[src/rtl/sep_pkg.sv]
package sep_pkg;
  typedef enum logic [2:0] {
    PH_SAMPLE,
    PH_LOW,
    PH_L2R,
    PH_RISE,
    PH_R2H,
    PH_HIGH,
    PH_FALL,
    PH_F2L
  } sep_phase_e;

  function automatic logic phase_is_fast(sep_phase_e ph);
    return !(ph == PH_SAMPLE || ph == PH_LOW || ph == PH_HIGH);
  endfunction
endpackage

[src/rtl/sep_tick_div.sv]
module sep_tick_div #(
  parameter int DIV_LOG2 = 3
) (
  input  logic clk,
  input  logic rst_n,
  input  logic fast_mode,
  output logic tick
);
  generate
    if (DIV_LOG2 == 0) begin : g_nodiv
      assign tick = 1'b1;
    end else begin : g_div
      logic [DIV_LOG2-1:0] div_q;
      always_ff @(posedge clk) begin
        if (!rst_n || fast_mode) div_q <= '0;
        else                     div_q <= div_q + DIV_LOG2'(1);
      end
      assign tick = fast_mode || (&div_q);
    end
  endgenerate
endmodule

[src/rtl/sep_fast_ctr.sv]
module sep_fast_ctr #(
  parameter int FAST_W = 8
) (
  input  logic              clk,
  input  logic              rst_n,
  input  logic              tick,
  output logic [FAST_W-1:0] cnt,
  output logic              wrap
);
  logic [FAST_W-1:0] cnt_q;
  always_ff @(posedge clk) begin
    if (!rst_n)    cnt_q <= '0;
    else if (tick) cnt_q <= cnt_q + FAST_W'(1);
  end
  assign cnt  = cnt_q;
  assign wrap = tick && (&cnt_q);
endmodule

[src/rtl/sep_phase_fsm.sv]
module sep_phase_fsm
  import sep_pkg::*;
#(
  parameter int DUTY_W    = 7,
  parameter int RAMP_LOG2 = 4
) (
  input  logic                 clk,
  input  logic                 rst_n,
  input  logic                 wrap,
  input  logic                 hold_off,
  input  logic [DUTY_W-1:0]    duty_req,
  output sep_phase_e           phase,
  output logic [RAMP_LOG2-1:0] ramp_step
);
  localparam int SLOW_W   = DUTY_W + 1;
  localparam int FULL_THR = (1 << SLOW_W) - 3;

  sep_phase_e           phase_q;
  logic [SLOW_W-1:0]    slow_q, cap_q, slow_nxt, req_x2;
  logic [RAMP_LOG2-1:0] ramp_q;
  logic                 full_on;

  assign slow_nxt = slow_q + SLOW_W'(1);
  assign req_x2   = {duty_req, 1'b0};
  assign full_on  = req_x2 >= SLOW_W'(FULL_THR);

  always_ff @(posedge clk) begin
    if (!rst_n) begin
      phase_q <= PH_SAMPLE;
      slow_q  <= '0;
      cap_q   <= '0;
      ramp_q  <= '0;
    end else if (wrap) begin
      unique case (phase_q)
        PH_SAMPLE: begin
          if (!hold_off && req_x2 != '0) begin
            cap_q   <= req_x2;
            phase_q <= PH_LOW;
          end
        end
        PH_LOW: begin
          slow_q <= slow_nxt;
          if (slow_nxt <= cap_q) phase_q <= PH_L2R;
        end
        PH_L2R: begin
          ramp_q  <= '0;
          phase_q <= PH_RISE;
        end
        PH_RISE: begin
          if (&ramp_q) phase_q <= PH_R2H;
          else         ramp_q  <= ramp_q + RAMP_LOG2'(1);
        end
        PH_R2H: phase_q <= PH_HIGH;
        PH_HIGH: begin
          slow_q <= slow_nxt;
          if (slow_nxt >= cap_q && !full_on) begin
            ramp_q  <= '0;
            phase_q <= PH_FALL;
          end
        end
        PH_FALL: begin
          if (&ramp_q) phase_q <= PH_F2L;
          else         ramp_q  <= ramp_q + RAMP_LOG2'(1);
        end
        PH_F2L: phase_q <= PH_SAMPLE;
        default: phase_q <= PH_SAMPLE;
      endcase
    end
  end

  assign phase     = phase_q;
  assign ramp_step = ramp_q;
endmodule

[src/rtl/sep_out_stage.sv]
module sep_out_stage
  import sep_pkg::*;
#(
  parameter int FAST_W    = 8,
  parameter int RAMP_LOG2 = 4
) (
  input  logic                 clk,
  input  logic                 rst_n,
  input  sep_phase_e           phase,
  input  logic [FAST_W-1:0]    cnt,
  input  logic [RAMP_LOG2-1:0] ramp_step,
  output logic                 drive
);
  localparam int SHIFT = FAST_W - RAMP_LOG2;

  logic [FAST_W:0] step_w, cmp;
  logic            below, drive_d;

  assign step_w = (FAST_W+1)'(ramp_step) + (FAST_W+1)'(1);
  assign cmp    = step_w << SHIFT;
  assign below  = {1'b0, cnt} < cmp;

  always_comb begin
    unique case (phase)
      PH_RISE:         drive_d = below;
      PH_FALL:         drive_d = !below;
      PH_HIGH, PH_R2H: drive_d = 1'b1;
      default:         drive_d = 1'b0;
    endcase
  end

  always_ff @(posedge clk) begin
    if (!rst_n) drive <= 1'b0;
    else        drive <= drive_d;
  end
endmodule

[src/rtl/soft_edge_pwm.sv]
module soft_edge_pwm
  import sep_pkg::*;
#(
  parameter int FAST_W    = 8,
  parameter int RAMP_LOG2 = 4,
  parameter int DIV_LOG2  = 3,
  parameter int DUTY_W    = 7
) (
  input  logic              clk,
  input  logic              rst_n,
  input  logic              hold_off,
  input  logic [DUTY_W-1:0] duty_req,
  output logic              drive_out
);
  sep_phase_e           phase_q;
  logic                 tick, fast_wrap;
  logic [FAST_W-1:0]    fast_cnt;
  logic [RAMP_LOG2-1:0] ramp_step;

  sep_tick_div #(.DIV_LOG2(DIV_LOG2)) u_div (
    .clk(clk), .rst_n(rst_n), .fast_mode(phase_is_fast(phase_q)), .tick(tick)
  );

  sep_fast_ctr #(.FAST_W(FAST_W)) u_ctr (
    .clk(clk), .rst_n(rst_n), .tick(tick), .cnt(fast_cnt), .wrap(fast_wrap)
  );

  sep_phase_fsm #(.DUTY_W(DUTY_W), .RAMP_LOG2(RAMP_LOG2)) u_fsm (
    .clk(clk), .rst_n(rst_n), .wrap(fast_wrap), .hold_off(hold_off),
    .duty_req(duty_req), .phase(phase_q), .ramp_step(ramp_step)
  );

  sep_out_stage #(.FAST_W(FAST_W), .RAMP_LOG2(RAMP_LOG2)) u_out (
    .clk(clk), .rst_n(rst_n), .phase(phase_q), .cnt(fast_cnt),
    .ramp_step(ramp_step), .drive(drive_out)
  );
endmodule

[config.mk]
export PLATFORM = sky130hd
export DESIGN_NAME = soft_edge_pwm
export DESIGN_NICKNAME = d
export VERILOG_FILES = /design/src/rtl/sep_pkg.sv /design/src/rtl/sep_tick_div.sv /design/src/rtl/sep_fast_ctr.sv /design/src/rtl/sep_phase_fsm.sv /design/src/rtl/sep_out_stage.sv /design/src/rtl/soft_edge_pwm.sv
export SDC_FILE = /design/constraint.sdc
export NUM_CORES = 1
export LEC_CHECK = 0
export ABC_AREA = 0
export BUFFER_PORTS_ARGS = -buffer_cell sky130_fd_sc_hd__buf_2
export CAP_MARGIN = 10
export CORE_UTILIZATION = 54
export CTS_BUF_LIST = sky130_fd_sc_hd__clkbuf_16
export CTS_CLUSTER_DIAMETER = 100
export CTS_CLUSTER_SIZE = 14
export DETAILED_ROUTE_END_ITERATION = 12
export GPL_TIMING_DRIVEN = 1
export PLACE_DENSITY = 0.8
export SLEW_MARGIN = 25
export SYNTH_ARGS = -nofsm -noshare
export SYNTH_HDL_FRONTEND = slang
export SYNTH_SLANG_ARGS = --single-unit
[constraint.sdc]
create_clock -name clk -period 2.5 [get_ports clk]
set_input_delay 0.5 -clock clk [delete_from_list [all_inputs] [get_ports clk]]
set_output_delay 0.5 -clock clk [all_outputs]
set_load 0.02 [all_outputs]
**Word-level counts from Yosys, hierarchy flattened**

Index checks and enable logic that the tools add are counted.

- Flip-flop bits (word level): 34
- Latch bits: 0
- Memory bits (writable): 0
- Bits in read-only memories: 0
- Bits of input ports: 10
- Output and inout port bits: 1
- Memories kept: 0

- $add $sub $neg: 5
- Multipliers: 0
- Div/mod/pow operators: 0
- Order comparisons: 4
- Equal/unequal tests: 13
- Shifts and indexed selects: 0
- Muxes and demuxes: 10
- Bitwise logic cells: 0
- Reduce and logical (&&, ||, !) cells: 25

Operators by type and width:

| kind | number |
|---|---|
| $pmux 3 s8 | 1 |
| $add 8x1->8 const B | 2 |
| $mux 3 | 5 |
| $eq 3x3->1 const B | 4 |
| $pmux 4 s3 | 1 |
| $ne 2x1->1 const B | 5 |
| $lt 8x9->1 | 1 |
| $ge 8x8->1 | 1 |
| $ge 8x8->1 const B | 1 |
| $le 8x8->1 | 1 |
| $mux 4 | 2 |
| $reduce_and 4->1 | 2 |
| $reduce_and 8->1 | 1 |
| $reduce_bool 8->1 | 1 |
| $eq 3x2->1 const B | 2 |
| $reduce_and 3->1 | 2 |
| $reduce_and 6->1 | 1 |
| $reduce_or 2->1 | 3 |
| $add 4x1->5 const B | 1 |
| $logic_not 1->1 | 5 |
| $add 4x1->4 const B | 1 |
| $logic_or 1x1->1 | 4 |
| $add 3x1->3 const B | 1 |
| $eq 3x1->1 const B | 1 |
| 6 further kinds | 8 |

**Logic depth before layout (Yosys ltp)**

Gate-level depths: netlist (run 1).

- Depth after elaboration: 7
- Gate-level depth with buffers: 11
- Depth with buffers taken out: 11

**Modules after synthesis**

Synthesis (run 1) repeated with hierarchy kept, for this count alone.

- Cell total of the unflattened synthesis: 228
- Area, all modules: 2,035.7 sq um

By module, submodules not included:

| module | times used | cells each | area an instance (sq um) |
|---|---|---|---|
| sep_phase_fsm | 1 | 157 | 1,360.1 |
| sep_fast_ctr | 1 | 39 | 367.9 |
| sep_out_stage | 1 | 21 | 180.2 |
| sep_tick_div | 1 | 9 | 116.4 |
| soft_edge_pwm | 1 | 2 | 11.3 |

**Worst setup path after synthesis (run 1)**

No wires, ideal clock.

- Path type: reg-to-reg
- Start: register u_fsm.slow_q[0]
- End: register u_fsm.ramp_q[0] (netlist: u_fsm.ramp_step[0])
- Data arrival time: 2,443 ps
- Required time: 2,384 ps
- Path slack: -59 ps
- Cell stages (with the launch flop): 11
- Path buffers: 0
- Cell sequence: dfxtp_1 -> ha_1 -> and3_1 -> and3_1 -> xor2_1 -> ha_1 -> nand4_1 -> or2_2 -> a311oi_4 -> mux2i_1 -> nor2b_1

- Cells in the longest elaborated chain, start to end: 5

RTL lines:

| what | RTL line | source |
|---|---|---|
| start: declaration | sep_phase_fsm.sv:19 | `logic [SLOW_W-1:0] slow_q, cap_q, slow_nxt, req_x2;` |
| start signal: assignment | sep_phase_fsm.sv:42 | `slow_q <= slow_nxt;` |
| start signal: assignment | sep_phase_fsm.sv:55 | `slow_q <= slow_nxt;` |
| $add 8x1->8 | sep_phase_fsm.sv:23 | `assign slow_nxt = slow_q + SLOW_W'(1);` |
| net u_fsm.slow_nxt[6] | sep_phase_fsm.sv:19 |  |
| $ge 8x8->1 | sep_phase_fsm.sv:56 | `if (slow_nxt >= cap_q && !full_on) begin` |
| $logic_and 1x1->1 | sep_phase_fsm.sv:56 |  |
| $ne 2x1->1 (no source line) | -- |  |
| $reduce_and 4->1 (no source line) | -- |  |
| end signal: assignment | sep_phase_fsm.sv:51 | `else ramp_q <= ramp_q + RAMP_LOG2'(1);` |
| end signal: assignment | sep_phase_fsm.sv:63 | `else ramp_q <= ramp_q + RAMP_LOG2'(1);` |
| end: declaration | sep_phase_fsm.sv:20 | `logic [RAMP_LOG2-1:0] ramp_q;` |

The timed path passes the listed nets, and every way through them passes these cells.
A chain may end at the register's enable or synchronous reset.

**Worst setup path in the final report (run 1)**

- Start: register u_fsm.slow_q[1]
- End: register u_fsm.ramp_q[2] (netlist: u_fsm.ramp_step[2])

The elaborated chain is that of the path after synthesis.

==> run summary, run 1 <==
===============================================================================================
Crit path DAT                                                                           2.74 ns
Overall routing resource usage                                                            21.5%
Global-route wire length before repair                                                  6640 µm
Avg Vias per Cell                                                                          5.29
Worst clock skew                                                                     0.00411 ns
LEAKAGE                                                                              0.00106 µW
Gate count after technology mapping                                                         216
Rel. slew slack                                                                           66.6%
Die area                                                                               3920 µm²
Number of warning messages in the yosys log                                                   0
Cell taking the most area after synthesis                                          sky130_fd_sc_hd__dfxtp_1
Final Slew Violations                                                                         0
Placeable core region                                                                  3420 µm²
Effective utilization at floorplan                                                        58.1%
Number of endpoints with negative hold slack in the final report                              0
First drt pass iteration count                                                                4
Initial DRC count                                                                            98
Worst min-delay path class                                                         flip-flop to flip-flop
Number of enable-type register cells in the synthesized netlist                               0
Largest fanout on the critical path                                                           4
Worst-case setup slack after placement                                                -0.105 ns
Horizontal die dimension                                                                62.6 µm
Achievable frequency                                                                  0.388 GHz
Area growth from synthesis to layout                                                      21.1%
Type of element capturing the critical path                                           flip-flop
Power per unit of standard cell area                                                 476 nW/µm²
Placement Rows                                                                               21
Total CTS buffers                                                                             5
Count of pins on the block boundary                                                          11
Number of distinct standard cells referenced by the synthesized netlist                      41
Post-synthesis cell area                                                               1980 µm²
Share of synthesized registers carrying an async set or reset                                0%
Final critical path time including I/O delays and setup                                 2.58 ns
Antenna violation net count after detailed routing                                            0
Outcome                                                                            complete, but fails checks
Routability Congestion                                                                    0.764
Clock net sink count                                                                         34
Net count of the mapped netlist                                                             241
Clock input transition at the sequential cells of the worst setup and hold paths        0.05 ns
Worst-Skew Late Latency                                                                 0.27 ns
Setup slack of the critical path after layout                                        -0.0764 ns
Max-capacitance violation count                                                               0
Die Ht                                                                                  62.6 µm
Total vias in the final route                                                             1,508
Layout cell share with drive strength beyond 1                                            22.6%
Final antenna diode count                                                                     0
H-tree depth                                                                                  2
Yosys top cell area share                                                                 34.3%
Proportion of synthesized chip area in sequential cells                                   34.3%
Total overflow reported by the global router                                                  0
Type of the worst setup path                                                       flip-flop to flip-flop
Syn avg cell area                                                                      9.19 µm²
Slew at the pin closest to its max-slew limit                                          0.501 ns
I/O Buffers                                                                                  10
Primary flip-flop cell chosen by synthesis mapping                                 sky130_fd_sc_hd__dfxtp_1
Fraction of the cycle the final worst path needs                                           103%
VDD IR max                                                                               493 µV
Final HPWL from detailed placement                                                      2490 µm
Drt drc                                                                                       0
Setup repair after global routing missed its margin                                        true
Root Buffer                                                                        sky130_fd_sc_hd__clkbuf_16
WL per Instance                                                                         13.5 µm
Via count of the first global-routing pass                                                1,525
TritonCTS clock tree                                                                        yes
Overall routed net length                                                               3840 µm
Cell types with the largest area share after synthesis                             sky130_fd_sc_hd__dfxtp_1 (34%), sky130_fd_sc_hd__ha_1 (9.5%), sky130_fd_sc_hd__xor2_1 (6.6%), sky130_fd_sc_hd__mux2i_1 (6.6%), sky130_fd_sc_hd__nor2b_1 (5.0%)
Required time at the endpoint of the critical path                                      2.66 ns
Flop and latch count out of synthesis                                                        34
Post-CTS Hold Fix Bufs                                                                        0
Maximum buffer depth of the clock tree                                                        2
Violated checks                                                                    negative setup slack
Total setup violations reported at the end of the flow                                        7
Maximum number of pins on one net before global-route repair                                 36
Number of antenna violations at the first check in global routing                             0
Total chip power                                                                        1140 µW
Crit start category                                                                   flip-flop
Net count reported at finish                                                                263
===============================================================================================
report_power, final:
part / switching, µW / total (µW) / internal (µW)
clock: 210 / 570 / 359
combinational: 15.7 / 28.7 / 12.9
sequential: 1.67 / 546 / 544
total: 228 / 1140 / 917
flip-flops by register name, indices dropped and copies added, names as in the netlist:
name,flops
u_ctr.cnt,8
u_fsm.slow_q,8
u_div.g_div.div_q,3
u_fsm.cap_q,7
u_fsm.ramp_step,4
u_fsm.phase,3
u_out.drive,1
repair_timing:
action,in CTS,in global routing
endpoints found under the setup margin,7,7
gates resized for setup,10,12
pin swaps,6,8
setup buffers,2,2
logic make-up (layout without fill, tap and decap cells):
kind of cell / after synthesis / count (layout) / share of synthesized area, %
compound gates: 24 / 24 / 10.1
xor+xnor: 23 / 23 / 10.2
fa+ha+maj: 15 / 15 / 9.46
buf+inv: 18 / 41 / 3.78
flops: 34 / 34 / 34.3
mux: 13 / 13 / 6.56
simple gates: 89 / 89 / 25.7
cell usage in the layout, fill, tap and decap left out, drive strengths merged, types with 2 or more instances in the layout:
| master | count |
|---|---|
| mux2i | 13 |
| nor2b | 16 |
| and3 | 8 |
| nand3 | 9 |
| nor3 | 4 |
| o21ai | 3 |
| buf | 23 |
| nand2b | 3 |
| dfxtp | 34 |
| or3 | 2 |
| and3b | 3 |
| a311oi | 2 |
| ha | 15 |
| nor3b | 2 |
| clkinv | 2 |
| nand4 | 4 |
| nor2 | 9 |
| a21oi | 7 |
| clkbuf | 5 |
| o21a | 3 |
| and2 | 13 |
| inv | 11 |
| a31oi | 2 |
| nand2 | 12 |
| xnor2 | 8 |
| xor2 | 15 |
worst paths after layout:
check	start	end	slack (ns)	depth (start not counted)
worst max register to register	u_fsm.slow_q[1]	u_fsm.ramp_step[2]	-0.08	12
worst min register to register	u_div.g_div.div_q[0]	u_div.g_div.div_q[0]	0.45	1
worst min-delay path	u_div.g_div.div_q[0]	u_div.g_div.div_q[0]	0.45	1
worst max-delay path	u_fsm.slow_q[1]	u_fsm.ramp_step[2]	-0.08	12
cell type report:
type	count	area, µm²
Clock inverter	3	12.5
Fill cell	259	1010
Tap cell	46	57.6
Timing Repair Buffer	23	151
Multi-Input combinational cell	164	1330
Inverter	10	37.5
Clock buffer	5	125
Sequential cell	34	689
cells in the mapped netlist, types with 8 or more instances:
library cell              instances
sky130_fd_sc_hd__mux2i_1         13
sky130_fd_sc_hd__dfxtp_1         34
sky130_fd_sc_hd__inv_1           10
sky130_fd_sc_hd__nor2b_1         16
sky130_fd_sc_hd__and3_1           8
sky130_fd_sc_hd__ha_1            15
sky130_fd_sc_hd__xnor2_1          8
sky130_fd_sc_hd__nand2_1         12
sky130_fd_sc_hd__xor2_1          15
sky130_fd_sc_hd__nand3_1          9
sky130_fd_sc_hd__and2_1          13
sky130_fd_sc_hd__nor2_1           9
per-stage QoR:
stage	std cells	util, %	hold slack [ns]	cell area (µm²)	setup TNS (ns)
6_report	285	70.3	0.446	2400	-0.318
5_1_grt	285	70.3	0.492	2400	-1.13
4_1_cts	283	67.9	0.441	2320	-0.186
3_5_place_dp	273	62.4	0.432	2130	-0.585
3_3_place_gp	273	62.4	0.422	2130	-0.0560
2_1_floorplan	216	-	0.406	1990	0
critical path, cell delays in order (launching register included):
cell and delay (ns):
sky130_fd_sc_hd__dfxtp_4 0.36, sky130_fd_sc_hd__and3_4 0.18, sky130_fd_sc_hd__and3_4 0.19, sky130_fd_sc_hd__buf_4 0.14, sky130_fd_sc_hd__xor2_2 0.15, sky130_fd_sc_hd__ha_1 0.31, sky130_fd_sc_hd__nand4_1 0.14, sky130_fd_sc_hd__a21oi_2 0.18
sky130_fd_sc_hd__nor3_2 0.09, sky130_fd_sc_hd__a311oi_4 0.31, sky130_fd_sc_hd__buf_6 0.16, sky130_fd_sc_hd__mux2i_1 0.20, sky130_fd_sc_hd__nor2b_1 0.06
layer usage:
metal / track usage [%] / vias up / wire (µm)
met5: 0 / - / 0
met4: 7.85 / 0 / 38
met3: 5.47 / 5 / 86
met2: 34.8 / 11 / 1860
met1: 27.3 / 701 / 1850
li1: - / 791 / -
Power figures use the tool's default switching activity.
==> run 2: changes to the inputs <==
--- a/config.mk
+++ b/config.mk
@@ -8,13 +8,14 @@
 export ABC_AREA = 0
 export BUFFER_PORTS_ARGS = -buffer_cell sky130_fd_sc_hd__buf_2
 export CAP_MARGIN = 10
-export CORE_UTILIZATION = 54
+export CORE_UTILIZATION = 60
 export CTS_BUF_LIST = sky130_fd_sc_hd__clkbuf_16
 export CTS_CLUSTER_DIAMETER = 100
 export CTS_CLUSTER_SIZE = 14
 export DETAILED_ROUTE_END_ITERATION = 12
 export GPL_TIMING_DRIVEN = 1
-export PLACE_DENSITY = 0.8
+export HOLD_SLACK_MARGIN = 0.12
+export PLACE_DENSITY = 0.84
 export SLEW_MARGIN = 25
 export SYNTH_ARGS = -nofsm -noshare
 export SYNTH_HDL_FRONTEND = slang
==> constraint.sdc (replaced) <==
create_clock -name clk -period 3.2 [get_ports clk]
set_input_delay 0.64 -clock clk [delete_from_list [all_inputs] [get_ports clk]]
set_output_delay 0.64 -clock clk [all_outputs]
set_load 0.02 [all_outputs]
==> run 2 against run 1 <==
Net effect:
- the run now ends clean
- worst hold slack worse by 0.010 ns
- cell count down 5.3%
- design area shrank 8.9%
- clock power is 21% lower
- largest cell class unchanged
- largest power group unchanged
==> run summary, run 2 (synthesized netlist as in run 1, its figures left out) <==
===============================================================================================
Outcome                                                                               completed
Routability Congestion                                                                    0.797
Horizontal die dimension                                                                59.5 µm
Antenna violation net count after detailed routing                                            0
Setup repair after global routing missed its margin                                       false
Post-layout instance count excluding filler cells                                           270
Final critical path time including I/O delays and setup                                 2.73 ns
Critical path buffer and inverter count                                                       0
Power per unit of standard cell area                                                 411 nW/µm²
Die Ht                                                                                  59.5 µm
Overall routed net length                                                               3380 µm
Slowest library cell on the worst path                                             sky130_fd_sc_hd__a311oi_4
Fraction of the cycle the final worst path needs                                          85.4%
Clock net sink count                                                                         34
Final Core Density                                                                        70.5%
Die area                                                                               3540 µm²
Total overflow reported by the global router                                                  0
I/O Buffers                                                                                  10
Count of pins on the block boundary                                                          11
Root Buffer                                                                        sky130_fd_sc_hd__clkbuf_16
Most frequent standard cell in the layout excluding fill and tap cells             sky130_fd_sc_hd__dfxtp_1
Layout cell share with drive strength beyond 1                                            9.73%
Initial DRC count                                                                            96
Total vias in the final route                                                             1,480
Final HPWL from detailed placement                                                      2470 µm
Post-CTS Resized                                                                              0
Maximum number of pins on one net before global-route repair                                 36
Worst-Skew Late Latency                                                                 0.28 ns
Area growth from synthesis to layout                                                      10.3%
Kind of cell with the highest combined delay on the critical path                  simple AND/OR/NAND/NOR gates
Clock input transition at the sequential cells of the worst setup and hold paths        0.05 ns
Maximum buffer depth of the clock tree                                                        2
Drt drc                                                                                       0
Crit start category                                                                   flip-flop
Post-CTS Hold Fix Bufs                                                                        0
Max-capacitance violation count                                                               0
Largest fanout on the critical path                                                           4
Rel. slew slack                                                                           67.2%
WL per Instance                                                                         12.5 µm
Required time at the endpoint of the critical path                                      3.37 ns
Slack of the worst reg-to-reg path                                                      0.47 ns
Global-route wire length before repair                                                  5950 µm
Post-CTS setup buffers                                                                        0
Avg Vias per Cell                                                                          5.48
Placement Rows                                                                               20
Instance count after placement with tap cells included                                      262
TritonCTS clock tree                                                                        yes
Worst-case setup slack after placement                                                 0.476 ns
Cells traversed along the worst timing path                                        ha_1 > and3_1 > and3_1 > xor2_1 > ha_1 > nand4_1 > or2_2 > a311oi_4 > mux2i_1 > nor2b_1
Overall routing resource usage                                                            22.7%
Net count reported at finish                                                                250
Total CTS buffers                                                                             5
Placeable core region                                                                  3100 µm²
Final Slew Violations                                                                         0
Final antenna diode count                                                                     0
Slew at the pin closest to its max-slew limit                                          0.490 ns
Achievable frequency                                                                  0.366 GHz
Number of antenna violations at the first check in global routing                             0
Delay contributed by the slowest stage of the critical path                             0.41 ns
Worst clock skew                                                                     0.00675 ns
Setup Total Neg Slack                                                                      0 ns
Setup slack of the critical path after layout                                          0.467 ns
Commonest cells after routing, fill and taps aside                                 sky130_fd_sc_hd__dfxtp_1 (34), sky130_fd_sc_hd__nor2b_1 (16), sky130_fd_sc_hd__xor2_1 (15), sky130_fd_sc_hd__ha_1 (15)
Effective utilization at floorplan                                                        64.0%
VDD IR max                                                                               473 µV
Type of the worst setup path                                                       flip-flop to flip-flop
Via count of the first global-routing pass                                                1,399
Type of element capturing the critical path                                           flip-flop
LEAKAGE                                                                             0.000982 µW
Crit path DAT                                                                           2.90 ns
H-tree depth                                                                                  2
Worst min-delay path class                                                         flip-flop to flip-flop
First drt pass iteration count                                                                4
Number of endpoints with negative hold slack in the final report                              0
Total setup violations reported at the end of the flow                                        0
===============================================================================================
run 2: layout make-up:
class | instances | area [µm²]
fill | 242 | 915
tap | 44 | 55.1
clock inverter | 3 | 11.3
clock buffer | 5 | 125
inverter | 10 | 37.5
multi-input combinational | 164 | 1230
timing repair buffer | 10 | 50.0
sequential | 34 | 681
run 2: power breakdown:
group / switching, µW / internal, µW
registers: 1.20 / 427
clock network: 170 / 279
logic: 11.9 / 10.1
total: 183 / 717
run 2: metal layers:
layer | vias up | GRT usage, % | share of wire [%]
met5 | - | 0 | 0
met4 | 0 | 9.30 | 1.8
met3 | 8 | 7.42 | 3.7
met2 | 18 | 35.3 | 45
met1 | 689 | 28.9 | 50
li1 | 765 | - | -
run 2: final timing paths:
kind                                           start              endpoint  cells past startpoint
worst max-delay path                 u_fsm.slow_q[0]    u_fsm.ramp_step[2]                     10
worst min-delay path            u_div.g_div.div_q[0]  u_div.g_div.div_q[0]                      1
worst max register to register       u_fsm.slow_q[0]    u_fsm.ramp_step[2]                     10
worst min register to register  u_div.g_div.div_q[0]  u_div.g_div.div_q[0]                      1
run 2: per-stage QoR:
step                total power [µW]  hold slack, ns  cell area [µm²]
floorplan                        448           0.406             1980
global placement                 459           0.420             2050
detailed placement               459           0.431             2050
CTS                              904           0.437             2190
global route                     929           0.470             2190
finish                           899           0.436             2190
==> run 3: changes to the inputs <==
--- a/config.mk
+++ b/config.mk
@@ -15,6 +15,7 @@
 export DETAILED_ROUTE_END_ITERATION = 12
 export GPL_TIMING_DRIVEN = 1
 export HOLD_SLACK_MARGIN = 0.12
+export MAX_ROUTING_LAYER = met4
 export PLACE_DENSITY = 0.84
 export SLEW_MARGIN = 25
 export SYNTH_ARGS = -nofsm -noshare
==> run 3 against run 2 <==
Net effect:
- routed wire length is essentially flat
- first-iteration DRC count shrank 2.1%
- setup slack is essentially flat
- cell count is the same
- sequential power is essentially flat
- flip-flop and latch count is the same
- non-clock buffer count is the same
- clock power is essentially flat
- worst hold slack is essentially flat
- fmax is essentially flat
==> run summary, run 3 (synthesized netlist as in run 1, its figures left out) <==
===============================================================================================
Final HPWL from detailed placement                                                      2470 µm
Total vias in the final route                                                             1,484
Delay contributed by the slowest stage of the critical path                             0.41 ns
Final Slew Violations                                                                         0
I/O Buffers                                                                                  10
Post-CTS setup buffers                                                                        0
Die Ht                                                                                  59.5 µm
Post-layout instance count excluding filler cells                                           270
Layout cell share with drive strength beyond 1                                            9.73%
Final Core Density                                                                        70.5%
Setup slack of the critical path after layout                                          0.467 ns
TritonCTS clock tree                                                                        yes
Root Buffer                                                                        sky130_fd_sc_hd__clkbuf_16
Number of cells on the worst reg-to-reg path                                                 10
Net count reported at finish                                                                250
Slack of the worst reg-to-reg path                                                      0.47 ns
Type of the worst setup path                                                       flip-flop to flip-flop
VDD IR max                                                                               473 µV
Largest fanout on the critical path                                                           4
Maximum number of pins on one net before global-route repair                                 36
Die area                                                                               3540 µm²
Number of filler cells placed in the layout                                                 242
Crit start category                                                                   flip-flop
H-tree depth                                                                                  2
Effective utilization at floorplan                                                        64.0%
Required time at the endpoint of the critical path                                      3.37 ns
Achievable frequency                                                                  0.366 GHz
Max-capacitance violation count                                                               0
Instance count after placement with tap cells included                                      262
Count of pins on the block boundary                                                          11
Number of endpoints with negative hold slack in the final report                              0
Launch point of the worst path                                                     u_fsm.slow_q[0]
Area growth from synthesis to layout                                                      10.3%
Post-CTS Resized                                                                              0
Horizontal die dimension                                                                59.5 µm
Final antenna diode count                                                                     0
Maximum buffer depth of the clock tree                                                        2
Most frequent standard cell in the layout excluding fill and tap cells             sky130_fd_sc_hd__dfxtp_1
Total setup violations reported at the end of the flow                                        0
Total overflow reported by the global router                                                  0
Worst clock skew                                                                     0.00682 ns
Post-CTS Hold Fix Bufs                                                                        0
Crit path DAT                                                                           2.91 ns
Total CTS buffers                                                                             5
Global-route wire length before repair                                                  5960 µm
Worst-Skew Late Latency                                                                 0.28 ns
Capture instance of the worst register-to-register path                            u_fsm.ramp_step[2]
Critical path buffer and inverter count                                                       0
Fraction of the cycle the final worst path needs                                          85.4%
Depth of the worst hold-timing path                                                           1
Commonest cells after routing, fill and taps aside                                 sky130_fd_sc_hd__dfxtp_1 (34), sky130_fd_sc_hd__nor2b_1 (16), sky130_fd_sc_hd__xor2_1 (15), sky130_fd_sc_hd__ha_1 (15)
Overall routing resource usage                                                            23.4%
Endpoint of the most critical setup path                                           u_fsm.ramp_step[2]
First drt pass iteration count                                                                4
Via count of the first global-routing pass                                                1,398
Post-Place Cell Area                                                                   2050 µm²
Worst min-delay path class                                                         flip-flop to flip-flop
Total stage count of the critical path                                                       10
Routability Congestion                                                                    0.808
WL per Instance                                                                         12.5 µm
Outcome                                                                               completed
Final critical path time including I/O delays and setup                                 2.73 ns
Placement Rows                                                                               20
Drt drc                                                                                       0
Overall routed net length                                                               3380 µm
Launch point of the worst reg-to-reg path                                          u_fsm.slow_q[0]
Kind of cell with the highest combined delay on the critical path                  simple AND/OR/NAND/NOR gates
Clock input transition at the sequential cells of the worst setup and hold paths        0.05 ns
Antenna violation net count after detailed routing                                            0
Initial DRC count                                                                            94
Worst-case setup slack after placement                                                 0.476 ns
Power per unit of standard cell area                                                 411 nW/µm²
Final Instance Area                                                                    2190 µm²
Type of element capturing the critical path                                           flip-flop
Cells traversed along the worst timing path                                        ha_1 > and3_1 > and3_1 > xor2_1 > ha_1 > nand4_1 > or2_2 > a311oi_4 > mux2i_1 > nor2b_1
Clock net sink count                                                                         34
Worst hold start                                                                   u_div.g_div.div_q[0]
Setup repair after global routing missed its margin                                       false
Setup Total Neg Slack                                                                      0 ns
Number of antenna violations at the first check in global routing                             0
Multi-input gate area                                                                  1230 µm²
Slowest library cell on the worst path                                             sky130_fd_sc_hd__a311oi_4
Rel. slew slack                                                                           67.2%
Placeable core region                                                                  3100 µm²
Slew at the pin closest to its max-slew limit                                          0.490 ns
LEAKAGE                                                                             0.000982 µW
Avg Vias per Cell                                                                          5.50
Seq. cell area                                                                          681 µm²
===============================================================================================
-- run 3: cell counts in the layout (fill, tap and decap cells not counted) --
Identical to the previous run, type by type.
-- run 3: cell type report --
cell class | instances | share of cell area (%)
multi-input cells | 164 | 56.1
flip-flops and latches | 34 | 31.1
clock buffers | 5 | 5.72
well taps | 44 | 2.52
repair buffers | 10 | 2.29
inverters | 10 | 1.72
clock inverters | 3 | 0.515
-- run 3: layer usage --
| metal | share of wire, % | vias up | wire length [µm] | track usage (%) |
|---|---|---|---|---|
| li1 | - | 765 | - | - |
| met1 | 50 | 689 | 1680 | 28.9 |
| met2 | 45 | 20 | 1520 | 35.3 |
| met3 | 3.6 | 10 | 122 | 7.42 |
| met4 | 1.8 | 0 | 60 | 9.30 |
| met5 | 0 | - | 0 | - |
-- run 3: worst min-delay path by stage --
| stage | endpoint | slack, ns |
|---|---|---|
| after floorplan | u_div.g_div.div_q[0] | 0.41 |
| after global placement | u_div.g_div.div_q[0] | 0.42 |
| after detailed placement | u_div.g_div.div_q[0] | 0.43 |
| after CTS | u_div.g_div.div_q[0] | 0.44 |
| after global routing | u_div.g_div.div_q[0] | 0.47 |
| final | u_div.g_div.div_q[0] | 0.44 |
-- run 3: worst reg2reg max path, cell delays in order (launching register included) --
cell and delay [ns]:
sky130_fd_sc_hd__dfxtp_1 0.33, sky130_fd_sc_hd__ha_1 0.25, sky130_fd_sc_hd__and3_1 0.22, sky130_fd_sc_hd__and3_1 0.20, sky130_fd_sc_hd__xor2_1 0.15, sky130_fd_sc_hd__ha_1 0.30
sky130_fd_sc_hd__nand4_1 0.10, sky130_fd_sc_hd__or2_2 0.36, sky130_fd_sc_hd__a311oi_4 0.41, sky130_fd_sc_hd__mux2i_1 0.24, sky130_fd_sc_hd__nor2b_1 0.06
-- run 3: per-stage QoR --
step	power, µW	hold WS [ns]
after detailed placement	459	0.431
after CTS	904	0.437
after global placement	459	0.420
final	900	0.436
after global routing	929	0.470
after floorplan	448	0.406
-- run 3: report_power, final --
part / switching (µW) / internal [µW] / total [µW]
combinational: 11.8 / 10.1 / 21.9
sequential: 1.20 / 427 / 428
clock: 171 / 280 / 450
